$ cat src/rtl/irq_arb_pkg.sv
// Package irq_arb_pkg
// Holds the default sizes of the arbiter and the route type that the
// grant stage uses to name its decision. It has no logic of its own.
package irq_arb_pkg;

    localparam int DEF_NUM_SRC = 16;
    localparam int DEF_LVL_W   = 4;
    localparam int DEF_GRP_W   = 2;
    localparam int DEF_NUM_CH  = 8;

    // Destination chosen for the winner of one arbitration round.
    typedef enum logic [1:0] {
        ROUTE_IDLE = 2'd0,
        ROUTE_XFER = 2'd1,
        ROUTE_CPU  = 2'd2
    } route_e;

endpackage

$ cat src/rtl/irq_pend_bank.sv
// Module irq_pend_bank
// Holds one pending flag per source. A flag is set by an irq_in pulse and
// cleared when the receiver acknowledges the source currently shown on
// either grant path. The output pend_eff already excludes a source that is
// being acknowledged in this cycle, so the next round cannot grant it again.
// Assumes: at most one of xfer_req and cpu_irq is high (guaranteed upstream).
module irq_pend_bank #(
    parameter int N     = 16,
    parameter int IDX_W = 4
) (
    input  logic             clk,
    input  logic             rst_n,
    input  logic [N-1:0]     irq_in,
    input  logic             xfer_ack,
    input  logic             xfer_req,
    input  logic [IDX_W-1:0] xfer_src,
    input  logic             cpu_ack,
    input  logic             cpu_irq,
    input  logic [IDX_W-1:0] cpu_vector,
    output logic [N-1:0]     pend_eff
);

    logic xfer_take;
    logic cpu_take;

    // Acknowledge counts only while the matching request is being shown.
    always_comb begin
        xfer_take = xfer_ack && xfer_req;
        cpu_take  = cpu_ack && cpu_irq;
    end

    for (genvar i = 0; i < N; i++) begin : g_src
        logic flag_q;
        logic clr;

        // Decode whether this source is the one being acknowledged now.
        always_comb begin
            clr = (xfer_take && (xfer_src == IDX_W'(i))) ||
                  (cpu_take  && (cpu_vector == IDX_W'(i)));
        end

        // Pending flag: cleared by acknowledge, set by a request pulse.
        always_ff @(posedge clk) begin
            if (!rst_n) begin
                flag_q <= 1'b0;
            end else begin
                flag_q <= (flag_q && !clr) || irq_in[i];
            end
        end

        assign pend_eff[i] = flag_q && !clr;
    end

endmodule

$ cat src/rtl/irq_src_qual.sv
// Module irq_src_qual
// Decides per source whether it may take part in this round and builds its
// ranking key. A source qualifies when it is pending, has a non-zero level,
// and is either served by a live transfer channel or outranks the processor.
// Assumes: NUM_CH is a power of two so every channel code selects a flag.
module irq_src_qual #(
    parameter int N      = 16,
    parameter int LVL_W  = 4,
    parameter int GRP_W  = 2,
    parameter int NUM_CH = 8,
    parameter int CH_W   = 3,
    parameter int KEY_W  = LVL_W + GRP_W
) (
    input  logic [N-1:0]       pend_eff,
    input  logic [N*LVL_W-1:0] cfg_level,
    input  logic [N*GRP_W-1:0] cfg_group,
    input  logic [N-1:0]       cfg_fast,
    input  logic [N*CH_W-1:0]  cfg_chan,
    input  logic [NUM_CH-1:0]  chan_empty,
    input  logic [LVL_W-1:0]   cpu_level,
    output logic [N-1:0]       elig,
    output logic [N-1:0]       fast_ok,
    output logic [N*KEY_W-1:0] key
);

    for (genvar i = 0; i < N; i++) begin : g_src
        logic [LVL_W-1:0] lvl;
        logic [GRP_W-1:0] grp;
        logic [CH_W-1:0]  ch;
        logic             live;
        logic             above_cpu;

        // Slice this source's settings out of the packed configuration.
        always_comb begin
            lvl = cfg_level[i*LVL_W +: LVL_W];
            grp = cfg_group[i*GRP_W +: GRP_W];
            ch  = cfg_chan[i*CH_W +: CH_W];
        end

        // Route and gating: exhausted channels fall back to the CPU path.
        always_comb begin
            live       = (lvl != '0);
            above_cpu  = (lvl > cpu_level);
            fast_ok[i] = cfg_fast[i] && !chan_empty[ch];
            elig[i]    = pend_eff[i] && live && (fast_ok[i] || above_cpu);
            key[i*KEY_W +: KEY_W] = {lvl, grp};
        end
    end

endmodule

$ cat src/rtl/irq_prio_tree.sv
// Module irq_prio_tree
// Balanced compare tree that returns the eligible source with the largest
// key. Leaves are laid out by ascending index, and a node keeps its left
// child on an equal key, so the lower index wins a full tie without carrying
// index bits in the key. Depth is ceil(log2(N)) compare levels.
// Assumes: N >= 2.
module irq_prio_tree #(
    parameter int N     = 16,
    parameter int KEY_W = 6,
    parameter int IDX_W = 4
) (
    input  logic [N-1:0]       elig,
    input  logic [N*KEY_W-1:0] key,
    output logic               win_valid,
    output logic [IDX_W-1:0]   win_idx
);

    localparam int LEAVES = 1 << $clog2(N);
    localparam int NODES  = 2 * LEAVES - 1;

    // Heap-ordered tree: node k has children 2k+1 and 2k+2, leaves at the end.
    always_comb begin
        logic             nv [0:NODES-1];
        logic [KEY_W-1:0] nk [0:NODES-1];
        logic [IDX_W-1:0] ni [0:NODES-1];
        logic             take_left;

        for (int n = 0; n < NODES; n++) begin
            nv[n] = 1'b0;
            nk[n] = '0;
            ni[n] = '0;
        end
        for (int i = 0; i < N; i++) begin
            nv[LEAVES-1+i] = elig[i];
            nk[LEAVES-1+i] = key[i*KEY_W +: KEY_W];
            ni[LEAVES-1+i] = IDX_W'(i);
        end
        for (int k = LEAVES - 2; k >= 0; k--) begin
            take_left = nv[2*k+1] && (!nv[2*k+2] || (nk[2*k+1] >= nk[2*k+2]));
            nv[k] = take_left ? nv[2*k+1] : nv[2*k+2];
            nk[k] = take_left ? nk[2*k+1] : nk[2*k+2];
            ni[k] = take_left ? ni[2*k+1] : ni[2*k+2];
        end
        win_valid = nv[0];
        win_idx   = ni[0];
    end

endmodule

$ cat src/rtl/irq_grant_reg.sv
// Module irq_grant_reg
// Turns the round winner into a registered grant on exactly one path. A
// winner with a live transfer channel drives the transfer outputs; any other
// winner has already passed the CPU level gate and drives the interrupt
// outputs. Fields of an idle path are held at zero.
// Assumes: win_idx < N whenever win_valid is high.
module irq_grant_reg #(
    parameter int N     = 16,
    parameter int LVL_W = 4,
    parameter int CH_W  = 3,
    parameter int IDX_W = 4
) (
    input  logic               clk,
    input  logic               rst_n,
    input  logic               win_valid,
    input  logic [IDX_W-1:0]   win_idx,
    input  logic [N-1:0]       fast_ok,
    input  logic [N*LVL_W-1:0] cfg_level,
    input  logic [N*CH_W-1:0]  cfg_chan,
    output logic               xfer_req,
    output logic [CH_W-1:0]    xfer_chan,
    output logic [IDX_W-1:0]   xfer_src,
    output logic               cpu_irq,
    output logic [IDX_W-1:0]   cpu_vector,
    output logic [LVL_W-1:0]   cpu_irq_level
);

    import irq_arb_pkg::*;

    route_e           route;
    logic [LVL_W-1:0] sel_lvl;
    logic [CH_W-1:0]  sel_ch;

    // Pick the destination and the winner's settings.
    always_comb begin
        sel_lvl = cfg_level[win_idx*LVL_W +: LVL_W];
        sel_ch  = cfg_chan[win_idx*CH_W +: CH_W];
        if (!win_valid)
            route = ROUTE_IDLE;
        else if (fast_ok[win_idx])
            route = ROUTE_XFER;
        else
            route = ROUTE_CPU;
    end

    // Register the grant; only the chosen path carries non-zero fields.
    always_ff @(posedge clk) begin
        if (!rst_n) begin
            xfer_req      <= 1'b0;
            xfer_chan     <= '0;
            xfer_src      <= '0;
            cpu_irq       <= 1'b0;
            cpu_vector    <= '0;
            cpu_irq_level <= '0;
        end else begin
            xfer_req      <= (route == ROUTE_XFER);
            xfer_chan     <= (route == ROUTE_XFER) ? sel_ch  : '0;
            xfer_src      <= (route == ROUTE_XFER) ? win_idx : '0;
            cpu_irq       <= (route == ROUTE_CPU);
            cpu_vector    <= (route == ROUTE_CPU)  ? win_idx : '0;
            cpu_irq_level <= (route == ROUTE_CPU)  ? sel_lvl : '0;
        end
    end

endmodule

$ cat src/rtl/irq_route_arb.sv
// Module irq_route_arb (top)
// Interrupt priority arbiter with two destinations: a single-cycle transfer
// engine and the processor. Pending flags feed a qualification stage that
// applies the level-0 disable, the CPU level gate and the exhausted-channel
// fallback. A compare tree picks one winner per cycle, and a register stage
// presents it on one path. Latency from request pulse to grant is two cycles.
// Assumes: NUM_SRC >= 2, NUM_CH a power of two, acknowledges refer to the
// grant shown in the same cycle.
module irq_route_arb #(
    parameter int NUM_SRC = irq_arb_pkg::DEF_NUM_SRC,
    parameter int LVL_W   = irq_arb_pkg::DEF_LVL_W,
    parameter int GRP_W   = irq_arb_pkg::DEF_GRP_W,
    parameter int NUM_CH  = irq_arb_pkg::DEF_NUM_CH,
    localparam int IDX_W  = $clog2(NUM_SRC),
    localparam int CH_W   = $clog2(NUM_CH)
) (
    input  logic                     clk,
    input  logic                     rst_n,
    input  logic [NUM_SRC-1:0]       irq_in,
    input  logic [NUM_SRC*LVL_W-1:0] cfg_level,
    input  logic [NUM_SRC*GRP_W-1:0] cfg_group,
    input  logic [NUM_SRC-1:0]       cfg_fast,
    input  logic [NUM_SRC*CH_W-1:0]  cfg_chan,
    input  logic [NUM_CH-1:0]        chan_empty,
    input  logic [LVL_W-1:0]         cpu_level,
    output logic                     xfer_req,
    output logic [CH_W-1:0]          xfer_chan,
    output logic [IDX_W-1:0]         xfer_src,
    input  logic                     xfer_ack,
    output logic                     cpu_irq,
    output logic [IDX_W-1:0]         cpu_vector,
    output logic [LVL_W-1:0]         cpu_irq_level,
    input  logic                     cpu_ack
);

    localparam int KEY_W = LVL_W + GRP_W;

    logic [NUM_SRC-1:0]       pend_eff;
    logic [NUM_SRC-1:0]       elig;
    logic [NUM_SRC-1:0]       fast_ok;
    logic [NUM_SRC*KEY_W-1:0] key;
    logic                     win_valid;
    logic [IDX_W-1:0]         win_idx;

    irq_pend_bank #(
        .N     (NUM_SRC),
        .IDX_W (IDX_W)
    ) u_pend (
        .clk        (clk),
        .rst_n      (rst_n),
        .irq_in     (irq_in),
        .xfer_ack   (xfer_ack),
        .xfer_req   (xfer_req),
        .xfer_src   (xfer_src),
        .cpu_ack    (cpu_ack),
        .cpu_irq    (cpu_irq),
        .cpu_vector (cpu_vector),
        .pend_eff   (pend_eff)
    );

    irq_src_qual #(
        .N      (NUM_SRC),
        .LVL_W  (LVL_W),
        .GRP_W  (GRP_W),
        .NUM_CH (NUM_CH),
        .CH_W   (CH_W),
        .KEY_W  (KEY_W)
    ) u_qual (
        .pend_eff   (pend_eff),
        .cfg_level  (cfg_level),
        .cfg_group  (cfg_group),
        .cfg_fast   (cfg_fast),
        .cfg_chan   (cfg_chan),
        .chan_empty (chan_empty),
        .cpu_level  (cpu_level),
        .elig       (elig),
        .fast_ok    (fast_ok),
        .key        (key)
    );

    irq_prio_tree #(
        .N     (NUM_SRC),
        .KEY_W (KEY_W),
        .IDX_W (IDX_W)
    ) u_tree (
        .elig      (elig),
        .key       (key),
        .win_valid (win_valid),
        .win_idx   (win_idx)
    );

    irq_grant_reg #(
        .N     (NUM_SRC),
        .LVL_W (LVL_W),
        .CH_W  (CH_W),
        .IDX_W (IDX_W)
    ) u_grant (
        .clk           (clk),
        .rst_n         (rst_n),
        .win_valid     (win_valid),
        .win_idx       (win_idx),
        .fast_ok       (fast_ok),
        .cfg_level     (cfg_level),
        .cfg_chan      (cfg_chan),
        .xfer_req      (xfer_req),
        .xfer_chan     (xfer_chan),
        .xfer_src      (xfer_src),
        .cpu_irq       (cpu_irq),
        .cpu_vector    (cpu_vector),
        .cpu_irq_level (cpu_irq_level)
    );

endmodule

$ cat config.mk
export PLATFORM = sky130hd
export DESIGN_NAME = irq_route_arb
export DESIGN_NICKNAME = d
export VERILOG_FILES = /design/src/rtl/irq_arb_pkg.sv /design/src/rtl/irq_pend_bank.sv /design/src/rtl/irq_src_qual.sv /design/src/rtl/irq_prio_tree.sv /design/src/rtl/irq_grant_reg.sv /design/src/rtl/irq_route_arb.sv
export SDC_FILE = /design/constraint.sdc
export NUM_CORES = 1
export LEC_CHECK = 0
export ABC_AREA = 1
export CAP_MARGIN = 30
export CORE_MARGIN = 2
export CORE_UTILIZATION = 48
export CTS_CLUSTER_SIZE = 12
export DETAILED_ROUTE_END_ITERATION = 10
export GPL_TIMING_DRIVEN = 0
export PLACE_DENSITY = 0.8
export SYNTH_ARGS = -nofsm -noshare
export SYNTH_HDL_FRONTEND = slang
export SYNTH_SLANG_ARGS = --single-unit
$ cat constraint.sdc
create_clock -name clk -period 7.1 [get_ports clk]
set_input_delay 0.71 -clock clk [delete_from_list [all_inputs] [get_ports clk]]
set_output_delay 0.71 -clock clk [all_outputs]
set_load 0.05 [all_outputs]
Word-level counts from Yosys, hierarchy flattened:

Index checks and enable logic that the tools add are counted.

* register bits: 33
* output and inout port bits: 17

* equality and inequality tests: 32
* order comparisons: 48
* shifts and indexed selects: 2
* multiply operators: 1
* reductions and logical operators: 243
* multiplexer cells: 80

Operators with widths (number)
* $logic_and 1x1->1: 113
* $ge 6x6->1: 15
* $mux 6: 14
* $eq 4x4->1 const B: 16
* $gt 4x4->1: 16
* $lt 3x4->1 const B: 16
* $reduce_bool 4->1: 16
* $shiftx 64x7->4: 1
* $logic_or 1x1->1: 63
* $bmux 1 s3: 16
* $shiftx 48x7->3: 1
* $logic_not 1->1: 47
* $mux 1: 40
* $eq 4x3->1 const B: 8
* $mux 4: 7
* $eq 4x2->1 const B: 4
* $eq 4x1->1 const B: 2
* $logic_not 4->1: 2
* $mul 4x2->6 const B: 1
* $lt 4x5->1 const B: 1
* $bmux 1 s4: 1
* $mux 2: 2
* $reduce_and 2->1: 2
* $eq 2x1->1 const B: 1
* $eq 2x2->1 const B: 1

Depth between registers and ports, before layout:

* depth after elaboration: 29
* depth in mapped cells: 56
* gate-level depth less buffers: 52

Cells and area by module:

A second synthesis with hierarchy kept.

* cell total of the unflattened synthesis: 1914
* area, all modules: 10819.1 µm²

Modules (own cells, without submodules)
* irq_src_qual: times used 1, area an instance 4066.4 µm², seq. area each 0.0 µm², cells each 656
* irq_prio_tree: times used 1, area an instance 4003.8 µm², seq. area each 0.0 µm², cells each 744
* irq_grant_reg: times used 1, area an instance 1861.8 µm², seq. area each 340.3 µm², cells each 365
* irq_pend_bank: times used 1, area an instance 887.1 µm², seq. area each 320.3 µm², cells each 149

Worst setup path after synthesis:

Ideal clock, no wire load.

* kind: input to register
* start: input cpu_level[1]
* end: register u_grant.cpu_irq_level[0]
* data required time: 6985 ps
* path slack: 222 ps
* setup time: 115 ps
* cell stages on the path: 47
* arrival: 6763 ps
* cells stage by stage: inv_1 > ha_1 > a21oi_1 > o21ai_0 > o21ai_0 > nand2_1 > nand2_1 > inv_1 > nand2_1 > clkbuf_1 > nand2_1 > o21ai_0 > inv_1 > ha_1 > nand2_1 > nor2_1 > o21ai_0 > o211ai_1 > [11 not listed] > o21ai_0 > ha_1 > inv_1 > nor2_1 > o21ai_0 > o211ai_1 > nor2_1 > nand2_2 > nand2_4 > buf_4 > nand2_1 > o21ai_2 > clkbuf_1 > nand3_1 > nand2_1 > nand2_1 > nand2_1 > nor2_1

* cells in the longest elaborated chain, start to end: 25
* elaborated cells on any way between the ends: 151

RTL lines
* start: declaration: RTL line irq_route_arb.sv:25 `input logic [LVL_W-1:0] cpu_level,`
* $gt 4x4->1: RTL line irq_src_qual.sv:43 `above_cpu = (lvl > cpu_level);`
* $logic_or 1x1->1: RTL line irq_src_qual.sv:45 `elig[i] = pend_eff[i] && live && (fast_ok[i] || above_cpu);`
* $logic_and 1x1->1: RTL line irq_src_qual.sv:45
* $logic_not 1->1: RTL line irq_prio_tree.sv:39 `take_left = nv[2*k+1] && (!nv[2*k+2] || (nk[2*k+1] >= nk[2*k+2]));`
* $logic_or 1x1->1: RTL line irq_prio_tree.sv:39
* $logic_and 1x1->1: RTL line irq_prio_tree.sv:39
* $mux 6 / $mux 1 (equally long branches): RTL line irq_prio_tree.sv:41, irq_prio_tree.sv:40
* $ge 6x6->1 / $logic_not 1->1 (equally long branches): RTL line irq_prio_tree.sv:39
* [9 not listed]
* $logic_and 1x1->1: RTL line irq_prio_tree.sv:39
* $mux 4: RTL line irq_prio_tree.sv:42 `ni[k] = take_left ? ni[2*k+1] : ni[2*k+2];`
* $bmux 1 s4: RTL line irq_grant_reg.sv:40 `else if (fast_ok[win_idx])`
* $mux 1 (not written as such): RTL line irq_grant_reg.sv:40
* $mux 2: RTL line irq_grant_reg.sv:40
* $mux 2: RTL line irq_grant_reg.sv:38 `if (!win_valid)`
* $eq 2x2->1: RTL line irq_grant_reg.sv:61 `cpu_irq_level <= (route == ROUTE_CPU) ? sel_lvl : '0;`
* $reduce_and 2->1 (no source line)
* end signal: assignment: RTL line irq_grant_reg.sv:61
* end: declaration: RTL line irq_grant_reg.sv:25 `output logic [LVL_W-1:0] cpu_irq_level`

Parallel ways exist; a longest one is shown, timed or not. The select of a mux whose other input is x is not followed.
A chain may end at the register's enable or synchronous reset.

Final worst setup path:

* start: input cpu_level[3]
* end: register u_grant.cpu_irq_level[2]

Same word-level chain as after synthesis.

==> results.cfg <==
[outcome]
status = complete, but fails checks
violations = setup timing

[finish]
drive_above_1_share_pct = 22.82
layout.cells.non_filler = 2171
multiInputGateArea_um2 = 8670
area.growth.synth_to_final_pct = 57.20
seq_area_um2 = 660.6
nFillCells = 1369
diodes = 0
final_nets = 2282
final_cell_mix = nand2_1, nand3_1, inv_1
fin_util_pct = 76.75
mostFrequentLayoutCell = nand2_1

[die]
start_util_pct = 48.83
pin_count = 209
die_w_um = 141.7
dieHeight_um = 141.7
die_area_um2 = 20080
core_um2 = 18640
num_rows = 50

[synthesis]
ys_ff_latch = 33
synth_fp_nets = 1996
yosysSeqAreaShare_pct = 7.258
synth_warnings = 0
avgSynthCellArea_um2 = 5.517
syn_inst = 1650
synth_area_um2 = 9102
synth_cell_type_count = 32

[global_route]
grt_use_total_pct = 34.61
grt_pass1_wl_mm = 56.08
grt_pass1_vias = 11200
grt_overflow = 0
grt_max_degree = 11
antenna_found_initial = 0

[power]
powerDensity_nw_per_um2 = 309.1
totalPowerFinal_mw = 4.423
ir_worst_vdd_uv = 349.6
p_leak_nw = 7.709

[worst_setup_path]
max_stage_delay_ns = 0.30
reg2reg_to = u_grant.cpu_irq_level[2]
crit_family = simple AND/OR/NAND/NOR gates
worstPathMaxFanout = 6
timing.rr.start = u_grant.cpu_vector[3]
cp.arrival_ns = 7.55
critical_path_class = in2reg
rrSetupSlack_ns = 0.21
worst-path-buf-inv = 11
slowest_stage = ha_1
worstPathRequired_ns = 7.27
worstSetupStartpointType = input port
path_common_cell = nand2_1
rr_worst_depth = 47
end_kind = flip-flop

[timing]
worst_slew_pin_slew_ns = 0.6344
period_share_pct = 104.0
fin_ws_ns = -0.2814
max_freq_mhz = 135.5
setup_viol = 16
fin_crit_ns = 7.381
maxSlewHeadroom_pct = 57.47
hold_viol = 0
finalSetupTns_ns = -3.326
finClkSkew_ns = 0.006430
holdWs_ns = 0.4873
drv_slew = 0

[clock_network]
cts_max_level = 2
cts_tree = built
clk-insertion-delay-late_ns = 0.28
clockBufferDepth = 2
clk_pin_slew_ns = 0.05
root_buffer = clkbuf_16
cts.sinks = 33
numCtsBuffers = 5
ctsHoldBuffers = 0

[placement]
dp_hpwl_mm = 28.49
placed_cells = 2088
io_buffers = 200
globalplace.congestion = 0.9867

[drt]
wl_per_cell_um = 19.39
vias = 13220
dr.first_iter.drc_count = 1531
wirelength_mm = 42.09
routed_via_density = 6.089
final_antenna_net_count = 0
drc = 0
first_pass_iters = 7

[min_path]
min_path_cells = 2
hp-start = u_pend.g_src[4].flag_q
hold_path.class = reg2reg
whs_endpoint = u_pend.g_src[4].flag_q

[job]
drv_cap = 0
## synth_stat cells, drive strengths merged
master  count  area share, %
clkinv      1          0.096
ha        154             21
nand4      13           0.89
nor4        1          0.069
dfxtp      33            7.3
o311ai      2           0.19
nand2     530             22
nor2       81            3.6
o211ai     12           0.99
o21bai      4           0.33
a21oi      81            4.5
buf        37            2.9
nor3       23            1.3
o21ai     133            7.4
nand3b      9           0.74
o21a        3           0.25
clkbuf     16           0.66
inv       237            9.8
nand3     280             16
## power breakdown
part | switching [mW] | total [mW] | internal, mW
logic | 2.38 | 3.90 | 1.52
clock network | 0.0823 | 0.258 | 0.175
registers | 0.0340 | 0.263 | 0.229
## stage by stage
step | instance area, µm² | setup WS [ns]
2_1_floorplan | 9102 | 0.2218
3_3_place_gp | 11400 | -2.108
3_5_place_dp | 11490 | -1.849
4_1_cts | 12400 | 0.003957
5_1_grt | 14310 | -0.5329
6_report | 14310 | -0.2814
## logic make-up after synthesis
family                   after synthesis  synth area share, %
buffers and inverters                291                13.42
AO/OA/AOI/OAI                        235                13.61
AND/OR/NAND/NOR                      937                44.55
flip-flops                            33                7.258
adder cells (fa/ha/maj)              154                21.17
## what timing repair did
item,CTS,global route
pin swaps,25,121
gates resized for setup,195,422
buffers inserted,24,34
cloned,5,12
endpoints found under the setup margin,17,17
## final cells by class
class / count / area share, %
inverters: 238 / 6.506
multi-input cells: 1329 / 60.59
repair buffers: 276 / 21.41
plain buffers: 53 / 3.629
clock inverters: 1 / 0.2099
flip-flops and latches: 33 / 4.617
clock buffers: 7 / 0.9969
well taps: 234 / 2.046
## how the worst max path moves through the flow
stage                   from                  endpoint  slack (ns)  cells past startpoint
4_1_cts        cfg_level[21]      u_grant.xfer_chan[1]       0.004                     55
5_1_grt             xfer_ack  u_grant.cpu_irq_level[2]       -0.53                     49
2_1_floorplan   cpu_level[1]  u_grant.cpu_irq_level[0]        0.22                     47
3_3_place_gp    cpu_level[0]  u_grant.cpu_irq_level[0]       -2.11                     43
3_5_place_dp    cpu_level[3]  u_grant.cpu_irq_level[0]       -1.85                     50
6_report        cpu_level[3]  u_grant.cpu_irq_level[2]       -0.28                     55
## routing by layer
layer	part of all wire, %	GRT usage (%)	up-vias
li1	-	-	6045
met1	36	43.57	5970
met2	45	58.33	908
met3	11	4.826	296
met4	7.8	16.42	0
met5	0	0	-
## registers in the layout, indices dropped and copies added (netlist names)
signal and count:
u_grant.cpu_irq_level 4, u_pend.g_src.flag_q 16, u_grant.cpu_irq 1, u_grant.cpu_vector 4, u_grant.xfer_chan 3, u_grant.xfer_req 1
u_grant.xfer_src 4
## worst min-delay path, delay by kind of cell, from the launching register on
family	cells	cell delay, ns
flip-flops	1	0.31
AND/OR/NAND/NOR	1	0.08
AO/OA/AOI/OAI	1	0.05
No activity file was read; power rests on OpenSTA's default activity.
